[src/rtl/ipc_flag_pkg.sv]
package ipc_flag_pkg;
  localparam int unsigned OFF_TX_SET    = 32'h0;
  localparam int unsigned OFF_TX_CLR    = 32'h4;
  localparam int unsigned OFF_TX_FLAG   = 32'h8;
  localparam int unsigned OFF_RX_STATUS = 32'h0;
  localparam int unsigned OFF_RX_ACK    = 32'h4;

  typedef enum logic [1:0] {TX_NONE, TX_SET, TX_CLR, TX_FLAG} tx_sel_e;
  typedef enum logic [1:0] {RX_NONE, RX_STATUS, RX_ACK} rx_sel_e;
endpackage

[src/rtl/ipc_rst_sync.sv]
module ipc_rst_sync #(
  parameter int STAGES = 2
) (
  input  logic clk,
  input  logic rst_n_i,
  output logic rst_n_o
);
  logic [STAGES-1:0] sync_q;
  logic [STAGES-1:0] sync_d;

  always_comb begin
    sync_d = {sync_q[STAGES-2:0], 1'b1};
  end

  always_ff @(posedge clk or negedge rst_n_i) begin
    if (!rst_n_i) sync_q <= '0;
    else          sync_q <= sync_d;
  end

  assign rst_n_o = sync_q[STAGES-1];
endmodule

[src/rtl/ipc_tx_port.sv]
module ipc_tx_port
  import ipc_flag_pkg::*;
#(
  parameter int ADDR_W    = 4,
  parameter int NUM_FLAGS = 32
) (
  input  logic                 clk,
  input  logic                 rst_n,
  input  logic [ADDR_W-1:0]    addr,
  input  logic                 we,
  input  logic [NUM_FLAGS-1:0] wdata,
  input  logic [NUM_FLAGS-1:0] flags,
  output logic [NUM_FLAGS-1:0] set_o,
  output logic [NUM_FLAGS-1:0] clr_o,
  output logic [NUM_FLAGS-1:0] rdata_o
);
  tx_sel_e              sel;
  logic [NUM_FLAGS-1:0] rdata_d;
  logic [NUM_FLAGS-1:0] rdata_q;
  logic                 rd_en;

  always_comb begin
    if (addr == ADDR_W'(OFF_TX_SET))       sel = TX_SET;
    else if (addr == ADDR_W'(OFF_TX_CLR))  sel = TX_CLR;
    else if (addr == ADDR_W'(OFF_TX_FLAG)) sel = TX_FLAG;
    else                                   sel = TX_NONE;
  end

  always_comb begin
    set_o   = (we && sel == TX_SET) ? wdata : '0;
    clr_o   = (we && sel == TX_CLR) ? wdata : '0;
    rdata_d = (sel == TX_FLAG) ? flags : '0;
    rd_en   = 1'b1;
  end

  always_ff @(posedge clk or negedge rst_n) begin
    if (!rst_n)     rdata_q <= '0;
    else if (rd_en) rdata_q <= rdata_d;
  end

  assign rdata_o = rdata_q;
endmodule

[src/rtl/ipc_rx_port.sv]
module ipc_rx_port
  import ipc_flag_pkg::*;
#(
  parameter int ADDR_W    = 4,
  parameter int NUM_FLAGS = 32
) (
  input  logic                 clk,
  input  logic                 rst_n,
  input  logic [ADDR_W-1:0]    addr,
  input  logic                 we,
  input  logic [NUM_FLAGS-1:0] wdata,
  input  logic [NUM_FLAGS-1:0] flags,
  output logic [NUM_FLAGS-1:0] ack_o,
  output logic [NUM_FLAGS-1:0] rdata_o
);
  rx_sel_e              sel;
  logic [NUM_FLAGS-1:0] rdata_d;
  logic [NUM_FLAGS-1:0] rdata_q;
  logic                 rd_en;

  always_comb begin
    if (addr == ADDR_W'(OFF_RX_STATUS))   sel = RX_STATUS;
    else if (addr == ADDR_W'(OFF_RX_ACK)) sel = RX_ACK;
    else                                  sel = RX_NONE;
  end

  always_comb begin
    ack_o   = (we && sel == RX_ACK) ? wdata : '0;
    rdata_d = (sel == RX_STATUS) ? flags : '0;
    rd_en   = 1'b1;
  end

  always_ff @(posedge clk or negedge rst_n) begin
    if (!rst_n)     rdata_q <= '0;
    else if (rd_en) rdata_q <= rdata_d;
  end

  assign rdata_o = rdata_q;
endmodule

[src/rtl/ipc_flag_core.sv]
module ipc_flag_core #(
  parameter int NUM_FLAGS = 32,
  parameter int NUM_IRQ   = 4
) (
  input  logic                 clk,
  input  logic                 rst_n,
  input  logic [NUM_FLAGS-1:0] set_i,
  input  logic [NUM_FLAGS-1:0] clr_i,
  input  logic [NUM_FLAGS-1:0] ack_i,
  output logic [NUM_FLAGS-1:0] flags_o,
  output logic [NUM_IRQ-1:0]   irq_o
);
  logic [NUM_FLAGS-1:0] flag_d;
  logic [NUM_FLAGS-1:0] flag_q;
  logic                 upd_en;

  assign upd_en = |{set_i, clr_i, ack_i};

  for (genvar i = 0; i < NUM_FLAGS; i++) begin : g_flag
    // set has priority so a fresh event is never dropped
    assign flag_d[i] = set_i[i] | (flag_q[i] & ~(clr_i[i] | ack_i[i]));
  end

  always_ff @(posedge clk or negedge rst_n) begin
    if (!rst_n)      flag_q <= '0;
    else if (upd_en) flag_q <= flag_d;
  end

  assign flags_o = flag_q;
  assign irq_o   = flag_q[NUM_IRQ-1:0];
endmodule

[src/rtl/ipc_flag_bank.sv]
module ipc_flag_bank #(
  parameter int ADDR_W    = 4,
  parameter int NUM_FLAGS = 32,
  parameter int NUM_IRQ   = 4,
  parameter int SYNC_STG  = 2
) (
  input  logic                 clk,
  input  logic                 rst_n,
  input  logic [ADDR_W-1:0]    s_addr,
  input  logic                 s_we,
  input  logic [NUM_FLAGS-1:0] s_wdata,
  output logic [NUM_FLAGS-1:0] s_rdata,
  input  logic [ADDR_W-1:0]    r_addr,
  input  logic                 r_we,
  input  logic [NUM_FLAGS-1:0] r_wdata,
  output logic [NUM_FLAGS-1:0] r_rdata,
  output logic [NUM_IRQ-1:0]   irq_o
);
  logic                 rst_sync_n;
  logic [NUM_FLAGS-1:0] flags_q;
  logic [NUM_FLAGS-1:0] set_m;
  logic [NUM_FLAGS-1:0] clr_m;
  logic [NUM_FLAGS-1:0] ack_m;

  ipc_rst_sync #(.STAGES(SYNC_STG)) u_rst (
    .clk(clk), .rst_n_i(rst_n), .rst_n_o(rst_sync_n)
  );

  ipc_tx_port #(.ADDR_W(ADDR_W), .NUM_FLAGS(NUM_FLAGS)) u_tx (
    .clk(clk), .rst_n(rst_sync_n), .addr(s_addr), .we(s_we), .wdata(s_wdata),
    .flags(flags_q), .set_o(set_m), .clr_o(clr_m), .rdata_o(s_rdata)
  );

  ipc_rx_port #(.ADDR_W(ADDR_W), .NUM_FLAGS(NUM_FLAGS)) u_rx (
    .clk(clk), .rst_n(rst_sync_n), .addr(r_addr), .we(r_we), .wdata(r_wdata),
    .flags(flags_q), .ack_o(ack_m), .rdata_o(r_rdata)
  );

  ipc_flag_core #(.NUM_FLAGS(NUM_FLAGS), .NUM_IRQ(NUM_IRQ)) u_core (
    .clk(clk), .rst_n(rst_sync_n), .set_i(set_m), .clr_i(clr_m), .ack_i(ack_m),
    .flags_o(flags_q), .irq_o(irq_o)
  );
endmodule

[config.mk]
export PLATFORM = sky130hd
export DESIGN_NAME = ipc_flag_bank
export DESIGN_NICKNAME = d
export VERILOG_FILES = /design/src/rtl/ipc_flag_pkg.sv /design/src/rtl/ipc_rst_sync.sv /design/src/rtl/ipc_tx_port.sv /design/src/rtl/ipc_rx_port.sv /design/src/rtl/ipc_flag_core.sv /design/src/rtl/ipc_flag_bank.sv
export SDC_FILE = /design/constraint.sdc
export NUM_CORES = 1
export LEC_CHECK = 0
export ABC_AREA = 0
export ABC_CLOCK_PERIOD_IN_PS = 7300
export CAP_MARGIN = 5
export CORE_ASPECT_RATIO = 2
export CORE_MARGIN = 2
export CORE_UTILIZATION = 49
export CTS_CLUSTER_DIAMETER = 30
export CTS_CLUSTER_SIZE = 40
export DETAILED_ROUTE_END_ITERATION = 7
export PLACE_DENSITY = 0.82
export SLEW_MARGIN = 40
export SYNTH_ARGS = -nofsm -noshare
export SYNTH_HDL_FRONTEND = slang
export SYNTH_HIERARCHICAL = 1
export SYNTH_SLANG_ARGS = --single-unit
[constraint.sdc]
create_clock -name clk -period 7.3 [get_ports clk]
set_input_delay 1.825 -clock clk [delete_from_list [all_inputs] [get_ports clk]]
set_output_delay 1.825 -clock clk [all_outputs]
set_load 0.02 [all_outputs]
==> flow_metrics.py, run 1 <==
metrics = {
    "die": {
        "die_w_um": 70.4,
        "core_area_um2": 8590,
        "start_util_pct": 50.3,
        "num_io_pins": 144,
        "dieArea_um2": 9640,
        "die_h_um": 137,
        "fp-row-count": 48,
    },
    "cts": {
        "post_cts_buffers": 0,
        "cts_hold_buf": 0,
        "worst_skew_pair.late_latency_ns": 0.33,
        "cts_max_path_buffers": 2,
        "cts_made_buffers": 9,
        "cts.clk_slew.worst_paths_ns": 0.07,
        "tritoncts": "done",
        "ctsResizeCount": 0,
        "cts_root_buf": "clkbuf_16",
        "cts_htree_levels": 3,
        "cts_sinks": 98,
    },
    "place": {
        "gp_congestion": 0.814,
        "dpl.hpwl_um": 7280,
        "dp.cells": 610,
        "portBuffers": 143,
        "place_area_um2": 5710,
    },
    "synthesis": {
        "synth.most_common_cell": "dfrtp_1",
        "synth-seq-area-share_pct": 56.7,
        "synth_edf_count": 0,
        "synthFlopType": "dfrtp_1",
        "synthSimpleGateAreaFrac_pct": 32.6,
        "synth_compound_area_share_pct": 5.56,
        "synth_top_family_by_area": "simple AND/OR/NAND/NOR gates",
        "ys_warn_count": 6,
        "avgSynthCellArea_um2": 11.0,
        "syn_nets": 470,
        "synth-xor-area-share_pct": 0,
        "syn_inst": 394,
        "netlist_top_cells_count": "98 x dfrtp_1, 64 x and2_1, 51 x and3_2",
        "synth_area_leaders": "dfrtp_1 57%, and2_1 9.3%, and3_2 8.9%",
        "ys_ff_latch": 98,
        "synth_mux_area_share_pct": 0,
        "post-synth-top-area-fraction_pct": 56.7,
        "async_reset_ff_share_pct": 100,
        "synth_cell_type_count": 21,
        "synthAdderAreaFrac_pct": 0,
        "synth_area_um2": 4320,
        "synth_top_cell_by_area": "dfrtp_1",
    },
    "routing": {
        "avgViaCountPerCell": 5.33,
        "via_count": 3336,
        "first_pass_iters": 4,
        "antenna_left": 0,
        "wl_per_cell_um": 16.9,
        "drt_iter0_markers": 234,
        "wl_um": 10600,
        "route.detailed.drc": 0,
    },
    "power_and_ir_drop": {
        "peakVddDrop_mv": 0.135,
        "power_density_nw_per_um2": 217,
        "leakage_nw": 3.01,
    },
    "grt": {
        "grt_usage_pct": 23.2,
        "antenna_found_initial": 0,
        "overflow": 0,
        "grt_pass1_wl_um": 17100,
        "grt_pass1_vias": 3575,
        "grt_start_max_net_pins": 97,
    },
    "timing": {
        "slew_violations": 0,
        "maxSlewHeadroom_pct": 51.0,
        "fin_skew_ns": 0.00533,
        "finalHoldViolations": 0,
        "finalSetupViolCount": 0,
        "period_share_pct": 45.5,
        "min_period_ns": 3.32,
        "max_freq_mhz": 301,
        "worstMarginPinSlew_ns": 0.735,
        "rsz0062_at_grt": "false",
        "final.setup.tns_ns": 0,
    },
    "setup_path": {
        "path_class": "in2reg",
        "cp_max_fo": 20,
        "crit_required_ns": 7.53,
        "cp_cell_sequence": "clkdlybuf4s50_1 -> or2_1 -> buf_4 -> nor3_1 -> nor2_1 -> a21o_1",
        "cp-end-kind": "register",
        "worst_path_largest_cell_delay_ns": 0.45,
        "startpoint_type": "primary input",
        "cp.arrival_ns": 3.54,
        "critPathSlowestCell": "clkdlybuf4s50_1",
    },
    "layout": {
        "fillers": 639,
        "drive_gt1_share_pct": 17.1,
        "postLayoutCellArea_um2": 6050,
        "final_util_pct": 70.4,
        "stdcell_count": 626,
        "antenna_cells": 0,
        "syn_to_final_growth_pct": 39.8,
        "fin_nets": 597,
    },
    "status": {
        "status": "finished, final reports clean",
    },
    "flow_run": {
        "drv_cap": 0,
    },
    "min_path": {
        "hold_path.class": "reg2reg",
    },
}
## placed cells by master, fill, tap and decap left out, types with 3 or more instances in the layout
cell and count:
and3_2 51, nor3_1 22, clkbuf_8 3, clkdlybuf4s50_1 142, nor2_1 32, and2_1 64, dfrtp_1 97, buf_4 4
nor3_2 10, a21o_1 32, clkbuf_16 9, nand2_1 32, and3_1 13
## per-layer routing
layer,track usage (%),vias to the layer above,routed length [um]
li1,-,1558,-
met1,24.7,1619,3690
met2,41.7,127,5900
met4,14.1,0,495
met3,4.64,32,506
met5,0,-,0
## where the power goes
| group | total, mW | internal, mW | leakage [nW] | switching, mW |
|---|---|---|---|---|
| combinational | 0.172 | 0.0932 | 1.52 | 0.0787 |
| clock | 0.516 | 0.321 | 0.167 | 0.195 |
| sequential | 0.625 | 0.590 | 1.32 | 0.0343 |
| total | 1.31 | 1.00 | 3.01 | 0.308 |
## critical path, delay by kind of cell
family,cells,cell delay [ns]
buf+inv,2,0.77
simple gates,3,0.76
compound gates,1,0.17
## final cells by class
type	instances	area [um2]	area share, %
sequential	98	2460	40.6
timing repair buffer	148	1470	24.3
clock inverter	5	82.6	1.37
tap	100	125	2.07
clock buffer	11	253	4.18
multi-input combinational	264	1660	27.5
## cell families (layout without fill, tap and decap cells)
logic type      Yosys count  count (layout)
simple gates            231             231
flops                    98              98
compound gates           32              32
buf+inv                  32             164
other cells               1               1
## worst paths after layout
path,start,endpoint,slack (ns),depth (start not counted)
min in group asynchronous,u_rst/sync_q[1],u_rx/rdata_o[30],0.48,1
worst max-delay path,r_addr[1],u_core/flags_o[24],3.98,6
worst max register to register,u_rst/sync_q[1],u_core/flags_o[9],6.31,1
worst min register to register,u_rst/sync_q[0],u_rst/sync_q[1],0.36,0
worst min-delay path,u_rst/sync_q[0],u_rst/sync_q[1],0.36,0
max in group asynchronous,rst_n,u_rst/sync_q[1],5.51,1
## stage by stage
stage          power, mW  hold WS [ns]  setup WS [ns]
2_1_floorplan      0.718         0.331           4.37
3_3_place_gp       0.797         0.341           3.53
3_5_place_dp       0.807         0.354           3.62
4_1_cts             1.32         0.363           3.99
5_1_grt             1.37         0.374           3.90
6_report            1.31         0.356           3.98
## state kept, by name, indices dropped and copies added, names as in the netlist
| register | flops |
|---|---|
| u_core/flags_o | 32 |
| u_rx/rdata_o | 32 |
| u_tx/rdata_o | 32 |
| u_rst/sync_q | 2 |
Note: power is estimated with default switching activity, not from simulation.
==> inputs of run 2 (changes only) <==
--- a/config.mk
+++ b/config.mk
@@ -6,15 +6,15 @@
 export NUM_CORES = 1
 export LEC_CHECK = 0
 export ABC_AREA = 0
-export ABC_CLOCK_PERIOD_IN_PS = 7300
+export ABC_CLOCK_PERIOD_IN_PS = 3200
 export CAP_MARGIN = 5
 export CORE_ASPECT_RATIO = 2
 export CORE_MARGIN = 2
-export CORE_UTILIZATION = 49
+export CORE_UTILIZATION = 46
 export CTS_CLUSTER_DIAMETER = 30
 export CTS_CLUSTER_SIZE = 40
 export DETAILED_ROUTE_END_ITERATION = 7
-export PLACE_DENSITY = 0.82
+export PLACE_DENSITY = 0.77
 export SLEW_MARGIN = 40
 export SYNTH_ARGS = -nofsm -noshare
 export SYNTH_HDL_FRONTEND = slang
==> constraint.sdc (replaced) <==
create_clock -name clk -period 3.2 [get_ports clk]
set_input_delay 0.8 -clock clk [delete_from_list [all_inputs] [get_ports clk]]
set_output_delay 0.8 -clock clk [all_outputs]
set_load 0.02 [all_outputs]
==> run 2 against run 1 <==
  * Setup slack worse by 3.0 ns
  * Register-to-register slack worse by 3.9 ns
  * Sequential power is 130% higher
  * Flip-flop and latch count stayed put
  * Utilization is 4.3 points lower
  * Die area is 6.2% higher
  * Clock power is 130% higher
  * Critical path depth is 2 lower
  * Via count is 0.78% higher
  * Worst hold slack worse by 0.16 ns
  * Sequential share of layout area is 0.49 points lower
  * Critical endpoint is now u_tx/rdata_o[18]
  * Combinational power is 130% higher
==> flow_metrics.py, run 2 (synthesized netlist as in run 1, its figures left out) <==
metrics = {
    "power_and_ir_drop": {
        "peakVddDrop_mv": 0.379,
        "leakage_nw": 3.05,
        "power_density_nw_per_um2": 492,
        "power_mw": 3.01,
    },
    "timing": {
        "min_period_ns": 2.18,
        "whs_ns": 0.195,
        "fin_ws_ns": 1.02,
        "finalSetupViolCount": 0,
        "max_freq_mhz": 458,
        "period_share_pct": 68.3,
        "final.setup.tns_ns": 0,
        "worstMarginPinSlew_ns": 0.715,
        "maxSlewHeadroom_pct": 52.1,
        "rsz0062_at_grt": "false",
        "fin_skew_ns": 0.00673,
        "finalHoldViolations": 0,
        "slew_violations": 0,
    },
    "grt": {
        "grt_start_max_net_pins": 62,
        "overflow": 0,
        "grt_pass1_wl_um": 16900,
        "antenna_found_initial": 0,
        "grt_pass1_vias": 3411,
        "grt_usage_pct": 22.0,
    },
    "setup_path": {
        "path_class": "in2reg",
        "startpoint_type": "primary input",
        "cp-end-kind": "register",
        "crit_required_ns": 3.47,
        "cp.arrival_ns": 2.45,
        "cp_max_fo": 12,
    },
    "cts": {
        "cts_htree_levels": 3,
        "cts_hold_buf": 0,
        "cts.clk_slew.worst_paths_ns": 0.06,
        "cts_made_buffers": 9,
        "worst_skew_pair.late_latency_ns": 0.34,
        "tritoncts": "done",
        "cts_max_path_buffers": 2,
        "cts_root_buf": "clkbuf_16",
        "post_cts_buffers": 0,
        "ctsResizeCount": 0,
        "cts_sinks": 98,
    },
    "place": {
        "place_area_um2": 5760,
        "place_worst_setup_slack_ns": 0.637,
        "dp.cells": 621,
        "portBuffers": 143,
        "dpl.hpwl_um": 7580,
        "gp_congestion": 0.785,
    },
    "layout": {
        "postLayoutCellArea_um2": 6120,
        "fin_nets": 605,
        "antenna_cells": 0,
        "final_util_pct": 66.1,
        "layout_commonest_cell": "clkdlybuf4s50_1",
        "final_cell_mix": "143 x clkdlybuf4s50_1, 97 x dfrtp_1, 64 x and2_1",
        "fillers": 747,
        "drive_gt1_share_pct": 17.8,
        "stdcell_count": 638,
        "syn_to_final_growth_pct": 41.6,
    },
    "flow_run": {
        "drv_cap": 0,
    },
    "die": {
        "die_h_um": 141,
        "start_util_pct": 46.7,
        "num_io_pins": 144,
        "dieArea_um2": 10200,
        "core_area_um2": 9260,
        "die_w_um": 72.6,
        "fp-row-count": 50,
    },
    "routing": {
        "route.detailed.drc": 0,
        "first_pass_iters": 4,
        "drt_iter0_markers": 152,
        "avgViaCountPerCell": 5.27,
        "antenna_left": 0,
        "wl_per_cell_um": 16.7,
        "wl_um": 10600,
        "via_count": 3362,
    },
    "min_path": {
        "hold_path.class": "reg2async",
    },
    "status": {
        "status": "finished, final reports clean",
    },
}
-- run 2: power breakdown --
part           internal, mW  total, mW  switching [mW]
combinational         0.219      0.394           0.175
clock                 0.752       1.19           0.439
sequential             1.35       1.42          0.0773
-- run 2: final cells by class --
class / instances / area (um2) / area share [%]
tap: 104 / 130 / 2.13
timing repair buffer: 156 / 1540 / 25.2
clock inverter: 3 / 68.8 / 1.12
sequential: 98 / 2460 / 40.1
multi-input combinational: 264 / 1650 / 27.0
clock buffer: 13 / 270 / 4.42
-- run 2: worst max-delay path, stage by stage --
cell             delay (ns)
clkdlybuf4s50_1        0.48
nor4b_4                0.71
buf_4                  0.31
and2_1                 0.15
-- run 2: worst paths after layout --
| path | from | slack (ns) | depth (start not counted) | endpoint |
|---|---|---|---|---|
| max in group asynchronous | rst_n | 2.44 | 1 | u_rst/sync_q[1] |
| worst max register to register | u_rst/sync_q[1] | 2.45 | 1 | u_tx/rdata_o[29] |
| min in group clk | u_rst/sync_q[0] | 0.36 | 0 | u_rst/sync_q[1] |
| worst min register to register | u_rst/sync_q[1] | 0.19 | 0 | u_tx/rdata_o[12] |
| worst min-delay path | u_rst/sync_q[1] | 0.19 | 0 | u_tx/rdata_o[12] |
| worst max-delay path | s_addr[2] | 1.02 | 4 | u_tx/rdata_o[18] |
-- run 2: layer usage --
| metal | vias to the layer above | share of wire (%) | global-route usage (%) |
|---|---|---|---|
| li1 | 1570 | - | - |
| met1 | 1613 | 37 | 25.2 |
| met2 | 144 | 53 | 36.5 |
| met3 | 35 | 5.7 | 5.15 |
| met4 | 0 | 4.3 | 12.7 |
| met5 | - | 0 | 0 |
==> inputs of run 3 (changes only) <==
--- a/config.mk
+++ b/config.mk
@@ -6,15 +6,15 @@
 export NUM_CORES = 1
 export LEC_CHECK = 0
 export ABC_AREA = 0
-export ABC_CLOCK_PERIOD_IN_PS = 3200
+export ABC_CLOCK_PERIOD_IN_PS = 1960
 export CAP_MARGIN = 5
 export CORE_ASPECT_RATIO = 2
 export CORE_MARGIN = 2
-export CORE_UTILIZATION = 46
+export CORE_UTILIZATION = 41
 export CTS_CLUSTER_DIAMETER = 30
 export CTS_CLUSTER_SIZE = 40
 export DETAILED_ROUTE_END_ITERATION = 7
-export PLACE_DENSITY = 0.77
+export PLACE_DENSITY = 0.73
 export SLEW_MARGIN = 40
 export SYNTH_ARGS = -nofsm -noshare
 export SYNTH_HDL_FRONTEND = slang
==> constraint.sdc (replaced) <==
create_clock -name clk -period 1.96 [get_ports clk]
set_input_delay 0.49 -clock clk [delete_from_list [all_inputs] [get_ports clk]]
set_output_delay 0.49 -clock clk [all_outputs]
set_load 0.02 [all_outputs]
==> run 3 against run 2 <==
  * Cell count rose by 6.9%
  * Count of clock-buffer cells in the layout decreased by 2
  * Via count down 1.1%
  * Sequential power grew 64%
  * Total power is 59% higher
==> flow_metrics.py, run 3 (synthesized netlist as in run 1, its figures left out) <==
metrics = {
    "timing": {
        "fin_ws_ns": 0.0577,
        "finalSetupViolCount": 0,
        "max_freq_mhz": 526,
        "worstMarginPinSlew_ns": 0.660,
        "slew_violations": 0,
        "period_share_pct": 97.1,
        "fin_skew_ns": 0.00916,
        "finalHoldViolations": 0,
        "min_period_ns": 1.90,
        "rsz0062_at_grt": "false",
        "maxSlewHeadroom_pct": 55.9,
    },
    "cts": {
        "worst_skew_pair.late_latency_ns": 0.34,
        "cts_max_path_buffers": 2,
        "ctsResizeCount": 0,
        "cts_sinks": 98,
        "cts_hold_buf": 0,
        "cts_htree_levels": 3,
        "post_cts_buffers": 0,
        "cts.clk_slew.worst_paths_ns": 0.06,
        "tritoncts": "done",
        "cts_made_buffers": 9,
        "cts_root_buf": "clkbuf_16",
    },
    "grt": {
        "grt_pass1_vias": 3462,
        "antenna_found_initial": 1,
        "grt_start_max_net_pins": 51,
        "grt_pass1_wl_um": 17300,
        "overflow": 0,
        "grt_usage_pct": 19.9,
    },
    "die": {
        "core_area_um2": 10400,
        "fp-row-count": 53,
        "num_io_pins": 144,
        "start_util_pct": 41.5,
        "die_w_um": 76.6,
        "die_h_um": 149,
        "dieArea_um2": 11400,
    },
    "setup_path": {
        "cp.arrival_ns": 1.41,
        "crit_required_ns": 1.47,
        "cp_cell_sequence": "clkdlybuf4s50_1",
        "critPathSlowestCell": "clkdlybuf4s50_1",
        "worst_path_largest_cell_delay_ns": 0.64,
        "cp-end-kind": "output port",
        "path_class": "reg2out",
        "cp.buffers_inverters": 1,
        "cp_top_family": "buffers and inverters",
        "cp_max_fo": 4,
        "startpoint_type": "register",
    },
    "place": {
        "place_worst_setup_slack_ns": -0.119,
        "gp_congestion": 0.759,
        "dpl.hpwl_um": 8100,
        "place_area_um2": 5960,
        "portBuffers": 143,
    },
    "layout": {
        "syn_to_final_growth_pct": 45.1,
        "fillers": 894,
        "drive_gt1_share_pct": 19.3,
        "fin_nets": 614,
        "layout_commonest_cell": "clkdlybuf4s50_1",
        "final_cell_mix": "143 x clkdlybuf4s50_1, 97 x dfrtp_1, 64 x and2_1",
        "postLayoutCellArea_um2": 6280,
    },
    "min_path": {
        "hold_path.class": "reg2async",
    },
    "routing": {
        "via_count": 3326,
        "first_pass_iters": 4,
        "avgViaCountPerCell": 4.88,
        "route.detailed.drc": 0,
        "antenna_left": 0,
        "wl_um": 10900,
        "drt_iter0_markers": 140,
        "wl_per_cell_um": 16.0,
    },
    "power_and_ir_drop": {
        "leakage_nw": 3.10,
        "peakVddDrop_mv": 0.532,
        "power_mw": 4.79,
        "power_density_nw_per_um2": 764,
    },
    "flow_run": {
        "drv_cap": 0,
    },
    "status": {
        "status": "finished, final reports clean",
    },
}
-- run 3: path summary, 6_finish.rpt --
path,startpoint,to,slack [ns],cells after the start
worst max-delay path,u_core/flags_o[3],irq_o[3],0.06,1
worst min-delay path,u_rst/sync_q[1],u_tx/rdata_o[21],0.25,0
max in group asynchronous,u_rst/sync_q[1],u_rx/rdata_o[23],1.12,1
worst max register to register,u_rst/sync_q[1],u_rx/rdata_o[23],1.12,1
worst min register to register,u_rst/sync_q[1],u_tx/rdata_o[21],0.25,0
min in group clk,u_rst/sync_q[0],u_rst/sync_q[1],0.36,0
-- run 3: layout make-up --
cell class                      count  area [um2]  area share (%)
Clock inverter                      5        60.1           0.957
Clock buffer                       11         253            4.03
Antenna cell                        2        5.00          0.0797
Sequential cell                    98        2460            39.1
Tap cell                          137         171            2.73
Multi-Input combinational cell    264        1660            26.4
Timing Repair Buffer              165        1670            26.6
-- run 3: per-layer routing --
metal | up-vias | routed length (um) | track usage (%)
met1 | 1589 | 3890 | 20.6
li1 | 1587 | - | -
met5 | - | 0 | 0
met4 | 0 | 551 | 12.8
met3 | 36 | 462 | 4.24
met2 | 114 | 5980 | 35.8
-- run 3: where the power goes --
group / switching [mW] / internal, mW / total, mW
clock: 0.722 / 1.06 / 1.78
combinational: 0.290 / 0.384 / 0.675
sequential: 0.134 / 2.20 / 2.33
total: 1.15 / 3.65 / 4.79
-- run 3: stage by stage --
stage	TNS (ns)	std cells	utilization [%]	hold WS, ns
2_1_floorplan	0	394	-	0.194
3_3_place_gp	-8.93	664	57.2	0.255
3_5_place_dp	-2.69	664	57.2	0.260
4_1_cts	0	680	60.2	0.262
5_1_grt	0	681	60.3	0.280
6_report	0	682	60.3	0.248
